$ cat src/rtl/mibf_pkg.sv
package mibf_pkg;
  localparam int WORD_W = 16;
  localparam int TGT_W  = 24;

  typedef enum logic [1:0] {
    ST_IDLE    = 2'd0,
    ST_READ_HI = 2'd1,
    ST_READ_LO = 2'd2,
    ST_DONE    = 2'd3
  } fetch_st_e;

  // Even-aligned table address from a pointer field.
  function automatic logic [15:0] slot_base(input logic [7:0] p);
    return {8'h00, p[7:1], 1'b0};
  endfunction

  // Build the target: the wide form keeps the low byte of the upper word.
  function automatic logic [TGT_W-1:0] build_target(input logic wide,
                                                    input logic [WORD_W-1:0] up,
                                                    input logic [WORD_W-1:0] low);
    logic [TGT_W-1:0] t;
    if (wide) t = {up[7:0], low};
    else      t = {8'h00, up};
    t[0] = 1'b0;
    return t;
  endfunction
endpackage

$ cat src/rtl/mibf_ctrl.sv
module mibf_ctrl
  import mibf_pkg::*;
#(
  parameter int PTR_W = 8
) (
  input  logic             clk,
  input  logic             rst,
  input  logic             start,
  input  logic [PTR_W-1:0] ptr,
  input  logic             adv_mode,
  input  logic             rd_ack,
  output fetch_st_e        state,
  output logic [PTR_W-1:0] ptr_q,
  output logic             adv_q,
  output logic             hi_done,
  output logic             finish_ev
);
  fetch_st_e state_nx;
  logic      accept;
  logic      lo_done;

  assign accept    = (state == ST_IDLE) && start;
  assign hi_done   = (state == ST_READ_HI) && rd_ack;
  assign lo_done   = (state == ST_READ_LO) && rd_ack;
  assign finish_ev = (hi_done && !adv_q) || lo_done;

  always_comb begin
    state_nx = state;
    unique case (state)
      ST_IDLE:    if (accept) state_nx = ST_READ_HI;
      ST_READ_HI: if (hi_done) state_nx = adv_q ? ST_READ_LO : ST_DONE;
      ST_READ_LO: if (lo_done) state_nx = ST_DONE;
      ST_DONE:    state_nx = ST_IDLE;
      default:    state_nx = ST_IDLE;
    endcase
  end

  always_ff @(posedge clk) begin
    if (rst) begin
      state <= ST_IDLE;
      ptr_q <= '0;
      adv_q <= 1'b0;
    end else begin
      state <= state_nx;
      if (accept) begin
        ptr_q <= ptr;
        adv_q <= adv_mode;
      end
    end
  end

  // a start while a fetch runs leaves the captured request untouched
  a_r8_start_ignored: assert property (@(posedge clk) disable iff (rst)
    (state != ST_IDLE) |=> $stable(ptr_q) && $stable(adv_q));
  // the low-word phase exists only for the wide mode
  a_r4_lo_only_wide: assert property (@(posedge clk) disable iff (rst)
    (state == ST_READ_LO) |-> adv_q);
  // the result phase lasts one cycle
  a_r7_done_once: assert property (@(posedge clk) disable iff (rst)
    (state == ST_DONE) |=> (state == ST_IDLE));
endmodule

$ cat src/rtl/mibf_addr_gen.sv
module mibf_addr_gen
  import mibf_pkg::*;
#(
  parameter int PTR_W  = 8,
  parameter int ADDR_W = 16
) (
  input  logic [PTR_W-1:0]  ptr_q,
  input  logic              second,
  output logic [ADDR_W-1:0] addr
);
  localparam int PAD_W = ADDR_W - PTR_W;
  logic [ADDR_W-1:0] base;

  generate
    if (PTR_W == 8 && ADDR_W == 16) begin : g_std
      assign base = slot_base(ptr_q);
    end else begin : g_gen
      assign base = {{PAD_W{1'b0}}, ptr_q[PTR_W-1:1], 1'b0};
    end
  endgenerate

  assign addr = second ? base + ADDR_W'(2) : base;
endmodule

$ cat src/rtl/mibf_target.sv
module mibf_target
  import mibf_pkg::*;
(
  input  logic              clk,
  input  logic              rst,
  input  logic              adv_q,
  input  logic              hi_done,
  input  logic              finish_ev,
  input  logic [WORD_W-1:0] rd_data,
  output logic [TGT_W-1:0]  target
);
  logic [WORD_W-1:0] hi_q;
  logic [WORD_W-1:0] up_word;

  assign up_word = adv_q ? hi_q : rd_data;

  always_ff @(posedge clk) begin
    if (rst) begin
      hi_q   <= '0;
      target <= '0;
    end else begin
      if (hi_done) hi_q <= rd_data;
      if (finish_ev) target <= build_target(adv_q, up_word, rd_data);
    end
  end

  // the result changes only when a fetch completes
  a_r9_target_hold: assert property (@(posedge clk) disable iff (rst)
    !finish_ev |=> $stable(target));
endmodule

$ cat src/rtl/mi_branch_fetch.sv
module mi_branch_fetch
  import mibf_pkg::*;
#(
  parameter int PTR_W  = 8,
  parameter int ADDR_W = 16
) (
  input  logic              clk,
  input  logic              rst,
  input  logic              start,
  input  logic [PTR_W-1:0]  ptr,
  input  logic              adv_mode,
  output logic              busy,
  output logic              rd_req,
  output logic [ADDR_W-1:0] rd_addr,
  input  logic              rd_ack,
  input  logic [15:0]       rd_data,
  output logic [23:0]       target,
  output logic              target_valid
);
  localparam int TBL_TOP = (1 << PTR_W);

  fetch_st_e        state;
  logic [PTR_W-1:0] ptr_q;
  logic             adv_q;
  logic             hi_done;
  logic             finish_ev;

  mibf_ctrl #(.PTR_W(PTR_W)) u_ctrl (
    .clk(clk), .rst(rst), .start(start), .ptr(ptr), .adv_mode(adv_mode),
    .rd_ack(rd_ack), .state(state), .ptr_q(ptr_q), .adv_q(adv_q),
    .hi_done(hi_done), .finish_ev(finish_ev)
  );

  mibf_addr_gen #(.PTR_W(PTR_W), .ADDR_W(ADDR_W)) u_addr (
    .ptr_q(ptr_q), .second(state == ST_READ_LO), .addr(rd_addr)
  );

  mibf_target u_tgt (
    .clk(clk), .rst(rst), .adv_q(adv_q), .hi_done(hi_done),
    .finish_ev(finish_ev), .rd_data(rd_data), .target(target)
  );

  assign busy         = (state != ST_IDLE);
  assign rd_req       = (state == ST_READ_HI) || (state == ST_READ_LO);
  assign target_valid = (state == ST_DONE);

  // an unanswered request holds its address
  a_r6_req_hold: assert property (@(posedge clk) disable iff (rst)
    rd_req && !rd_ack |=> rd_req && $stable(rd_addr));
  // requests stay inside the even-aligned table window
  a_r2_addr_window: assert property (@(posedge clk) disable iff (rst)
    rd_req |-> !rd_addr[0] && (rd_addr <= ADDR_W'(TBL_TOP)));
  // one-cycle strobe, always inside the busy window
  a_r7_valid_pulse: assert property (@(posedge clk) disable iff (rst)
    target_valid |=> !target_valid);
  a_r7_valid_busy: assert property (@(posedge clk) disable iff (rst)
    target_valid |-> busy);
  // targets are even; short-mode targets have a zero top byte
  a_r5_target_even: assert property (@(posedge clk) disable iff (rst)
    target_valid |-> !target[0]);
  a_r3_short_top_zero: assert property (@(posedge clk) disable iff (rst)
    target_valid && !adv_q |-> (target[23:16] == 8'h00));
endmodule

$ cat config.mk
export PLATFORM = sky130hd
export DESIGN_NAME = mi_branch_fetch
export DESIGN_NICKNAME = d
export VERILOG_FILES = /design/src/rtl/mibf_pkg.sv /design/src/rtl/mibf_ctrl.sv /design/src/rtl/mibf_addr_gen.sv /design/src/rtl/mibf_target.sv /design/src/rtl/mi_branch_fetch.sv
export SDC_FILE = /design/constraint.sdc
export NUM_CORES = 1
export LEC_CHECK = 0
export ABC_AREA = 1
export BUFFER_PORTS_ARGS = -buffer_cell sky130_fd_sc_hd__buf_2
export CAP_MARGIN = 20
export CORE_MARGIN = 10
export CORE_UTILIZATION = 40
export DETAILED_ROUTE_END_ITERATION = 8
export GPL_TIMING_DRIVEN = 0
export PLACE_DENSITY = 0.67
export SLEW_MARGIN = 10
export SYNTH_ARGS = -nofsm -noshare
export SYNTH_HDL_FRONTEND = slang
export SYNTH_SLANG_ARGS = --single-unit
$ cat constraint.sdc
create_clock -name clk -period 1.7 [get_ports clk]
set_clock_uncertainty 0.15 [all_clocks]
set_input_delay 0.085 -clock clk [delete_from_list [all_inputs] [get_ports clk]]
set_output_delay 0.085 -clock clk [all_outputs]
set_load 0.03 [all_outputs]
---- Word-level counts from Yosys, hierarchy flattened ----
Cells that the tools add are included.
W data, S select, Z words.
storage, ports and cells
  bits in registers ....................... 50
  bits of input ports ..................... 29
  logic and storage cells ................. 30
operators by class
  add/sub/neg operators ................... 1
  eq/ne operators ......................... 6
  mux-type cells .......................... 8
  reductions and logical operators ........ 10
operator list
  kind                   count
  $mux W16               2
  $mux W24               1
  $add A8 B2 Y9 const B  1
  $pmux W2 S4            1
  $mux W2                3
  $eq A2 B2 Y1 const B   2
  $logic_and A1 B1 Y1    4
  $ne A2 B1 Y1 const B   2
  $reduce_and A3 Y1      1
  $eq A2 B1 Y1 const B   1
  $logic_not A2 Y1       1
  $logic_or A1 B1 Y1     2
  $ne A2 B2 Y1 const B   1
  $reduce_bool A2 Y1     1
  $logic_not A1 Y1       1
  $mux W1                1

---- Logic depth before layout (Yosys ltp) ----
  word-level depth ........................ 4
  mapped depth ............................ 10
  gate-level depth less buffers ........... 9

---- Hierarchy ----
From an unflattened synthesis, not the netlist that was laid out.
unflattened totals
  cell total of the unflattened synthesis .. 261
  area, all modules ....................... 1,919.3 µm²
modules (own cells, without submodules)
  module           times used  cells each  area an instance (µm²)  seq. area each (µm²)
  mibf_target      1           140         1,114.8                 620.6
  mibf_ctrl        1           71          508.0                   220.2
  mibf_addr_gen    1           44          247.7                   0.0
  mi_branch_fetch  1           6           48.8                    0.0

---- Worst setup path before layout ----
Ideal clock, no wire load.
  path kind ............................... reg-to-output
  start point ............................. register u_ctrl.state[0]
  end point ............................... output port rd_addr[2]
  data arrival time ....................... 1,702 ps
  required time ........................... 1,465 ps
  setup slack ............................. -237 ps
  stages on the path, launching flop included .. 6
  path through ............................ dfxtp_1 -> inv_1 -> ha_1 -> buf_2 -> buf_2 -> o21ai_0
between the ends
  word-level cells in the longest chain between the ends .. 2
RTL lines
  item                      line                   source
  start: declaration        mibf_ctrl.sv:12        output fetch_st_e state,
  start signal: assignment  mibf_ctrl.sv:44        state <= state_nx;
  $eq A2 B2 Y1              mi_branch_fetch.sv:35  .ptr_q(ptr_q), .second(state == ST_READ_LO), .addr(rd_addr)
  $mux W16                  mibf_addr_gen.sv:22    assign addr = second ? base + ADDR_W'(2) : base;
  end: declaration          mi_branch_fetch.sv:14  output logic [ADDR_W-1:0] rd_addr,
Every way passes these cells.

---- Worst setup path after layout ----
  start point ............................. register u_ctrl.state[0]
  end point ............................... output port rd_addr[6]
The elaborated chain is that of the path after synthesis.

==> impl_metrics.py <==
metrics = {
    "status": {
        "status": "finished with violations",
        "violations": "setup timing",
    },
    "worst_setup_path": {
        "worstPathRequired_ns": 1.46,
        "r2r_cells": 10,
        "r2r-end": "u_tgt.target[13]",
        "critPathKind": "reg -> out",
        "cp_cell_sequence": "inv_4, ha_4, nand2_4, nor3_4, nand2_1, nand2_1, nand2_1, inv_1, buf_6",
        "arrival_ns": 1.48,
        "slowest_stage": "dfxtp_4",
        "rrSetupSlack_ns": 0.11,
        "crit_path_start_kind": "flip-flop",
        "critPathMaxFanout": 5,
        "endpoint_kind": "output pin",
        "timing.rr.start": "u_ctrl.state[0]",
        "slowest_delay_ns": 0.36,
        "crit_path_start": "u_ctrl.state[0]",
        "crit_top_cell": "nand2_1",
    },
    "floorplanning": {
        "die_h_um": 89.2,
        "start_util": 0.408,
        "ios": 72,
        "die_x_um": 89.2,
        "die_area_mm2": 0.00795,
        "row_count": 25,
        "core-area_mm2": 0.00469,
    },
    "cts": {
        "cts_buffers": 5,
        "cts_buffer_depth": 2,
        "clk_pin_slew_ns": 0.08,
        "h-tree-depth": 2,
        "cts_tree": "yes",
        "clk_latency_ns": 0.30,
        "cts.sinks": 41,
        "cts_root_buffer": "clkbuf_8",
    },
    "yosys": {
        "yosys_warnings": 0,
        "avgSynthCellArea_um2": 7.87,
        "synthesis.area_mm2": 0.00191,
        "synth_cell_types": 23,
        "yosysSeqAreaShare": 0.429,
        "synth-seq-cells": 41,
        "synth_edf_count": 0,
        "syn_inst": 243,
        "synthFlopType": "dfxtp_1",
        "ys_async_sr_fraction": 0,
    },
    "place": {
        "dpl-instance-area_mm2": 0.00234,
        "dp_hpwl_mm": 3.63,
        "gp_congestion": 0.773,
        "io_buffers": 60,
    },
    "sta": {
        "setup_viol": 2,
        "slew_violations": 0,
        "period_needed_ns": 1.72,
        "fin_crit_sh": 1.01,
        "hold_viol_final": 0,
        "rsz0062_at_grt": "true",
        "fmax_ghz": 0.582,
        "fin_ws_ns": -0.0176,
    },
    "min_path": {
        "min_from": "rd_ack",
        "hold_path_class": "in -> reg",
        "hold_path_depth": 4,
        "hold_end": "u_tgt.hi_q[7]",
    },
    "grt": {
        "antenna_found_initial": 0,
        "grt_max_degree": 16,
        "overflow": 0,
        "grt_usage": 0.133,
        "grt_pass1_vias": 1884,
        "grt_pass1_wl_mm": 8.45,
    },
    "pwr": {
        "pwr_density_cell_mw_per_mm2": 1430,
        "total_power_mw": 4.00,
        "irDropWorstVdd_v": 0.000838,
        "leakage_nw": 1.36,
    },
    "routing": {
        "drt_iter0_drc": 37,
        "vias": 1792,
        "drt_pass1_iterations": 4,
        "ant_nets": 0,
        "routed_wl_mm": 5.01,
        "routedWlPerCell_um": 12.6,
        "drc": 0,
        "viasPerCell": 4.49,
    },
    "finish": {
        "final_common_cell": "buf_2",
        "layout.nets": 379,
        "fill_cells": 435,
        "seq_area_um2": 830,
        "area_delta_synth_final_pct": 46.0,
        "multiInputGateArea_um2": 947,
        "fin_area_mm2": 0.00279,
        "drive_above_1_share": 0.354,
        "final_cell_mix": "buf_2 (59), nor2_1 (42), dfxtp_1 (38)",
        "num_antenna_cells": 0,
    },
    "job": {
        "maxCapViolCount": 0,
    },
}
logic make-up after synthesis:
group	share of synthesized area
other	0.00196
XOR/XNOR	0.0183
buffers and inverters	0.125
AND/OR/NAND/NOR	0.261
flip-flops	0.429
adder cells (fa/ha/maj)	0.0392
AO/OA/AOI/OAI	0.126
through the flow:
| step | hold WS [ns] | TNS, ns | setup WS (ns) | instances | util |
|---|---|---|---|---|---|
| 6_report | 0.0261 | -0.0304 | -0.0176 | 399 | 0.595 |
| 5_1_grt | 0.0763 | -0.501 | -0.103 | 399 | 0.595 |
| 4_1_cts | 0.0238 | -0.607 | -0.155 | 400 | 0.596 |
| 3_5_place_dp | 0.173 | -0.814 | -0.202 | 365 | 0.498 |
| 3_3_place_gp | 0.161 | -0.537 | -0.174 | 365 | 0.498 |
| 2_1_floorplan | 0.0632 | -0.0590 | -0.0325 | 251 | - |
per-layer routing:
layer,track usage,wire length [um],vias up
li1,-,-,961
met3,0.0629,485,4
met2,0.224,2340,53
met5,0,0,-
met4,0.0462,29,0
met1,0.144,2150,774
sequential cells by signal (all words and copies together), names as in the netlist:
name,count
u_ctrl.ptr_q,7
u_ctrl.state,2
u_tgt.hi_q,8
u_ctrl.adv_q,1
u_tgt.target,23
what timing repair did:
action                                  in CTS  in global routing
buffers inserted                             3                  0
hold buffers                                25                  0
pin swaps                                    6                  4
endpoints found under the hold margin       40                  0
endpoints found under the setup margin      22                 17
gates resized for setup                     25                  2
cell usage after synthesis (4+ instances only):
cell	instances	share of area
a21oi_1	15	0.039
buf_2	5	0.013
buf_4	10	0.039
clkbuf_1	5	0.0098
dfxtp_1	41	0.43
ha_1	6	0.039
inv_1	17	0.033
nand2_1	18	0.035
nand3_1	14	0.037
nand4_1	8	0.026
nor2_1	43	0.084
nor2_2	11	0.036
o21ai_0	23	0.060
o21ai_1	10	0.026
xor2_1	4	0.018
layout make-up:
class,count,share of cell area
Multi-Input combinational cell,166,0.339
Tap cell,54,0.0242
Clock inverter,3,0.0166
Buffer,21,0.0529
Inverter,21,0.0318
Clock buffer,5,0.0246
Sequential cell,41,0.297
Timing Repair Buffer,88,0.214
where the power goes:
group | total (mW) | leakage (nW) | internal (mW) | switching (mW)
combinational | 1.86 | 0.973 | 0.642 | 1.22
clock | 0.793 | 0.0543 | 0.439 | 0.354
sequential | 1.35 | 0.337 | 1.20 | 0.145
critical path: cells and delay by family (launching register included):
| family | cells | cell delay [ns] |
|---|---|---|
| AND/OR/NAND/NOR | 5 | 0.44 |
| flip-flops | 1 | 0.36 |
| buffers and inverters | 3 | 0.24 |
| adder cells (fa/ha/maj) | 1 | 0.16 |
worst max path at each step:
stage,end,cells past startpoint
finish,rd_addr[6],9
global route,rd_addr[6],9
detailed placement,rd_addr[8],8
CTS,rd_addr[6],10
global placement,rd_addr[8],8
floorplan,rd_addr[8],7
Note: power is estimated with default switching activity, not from simulation.
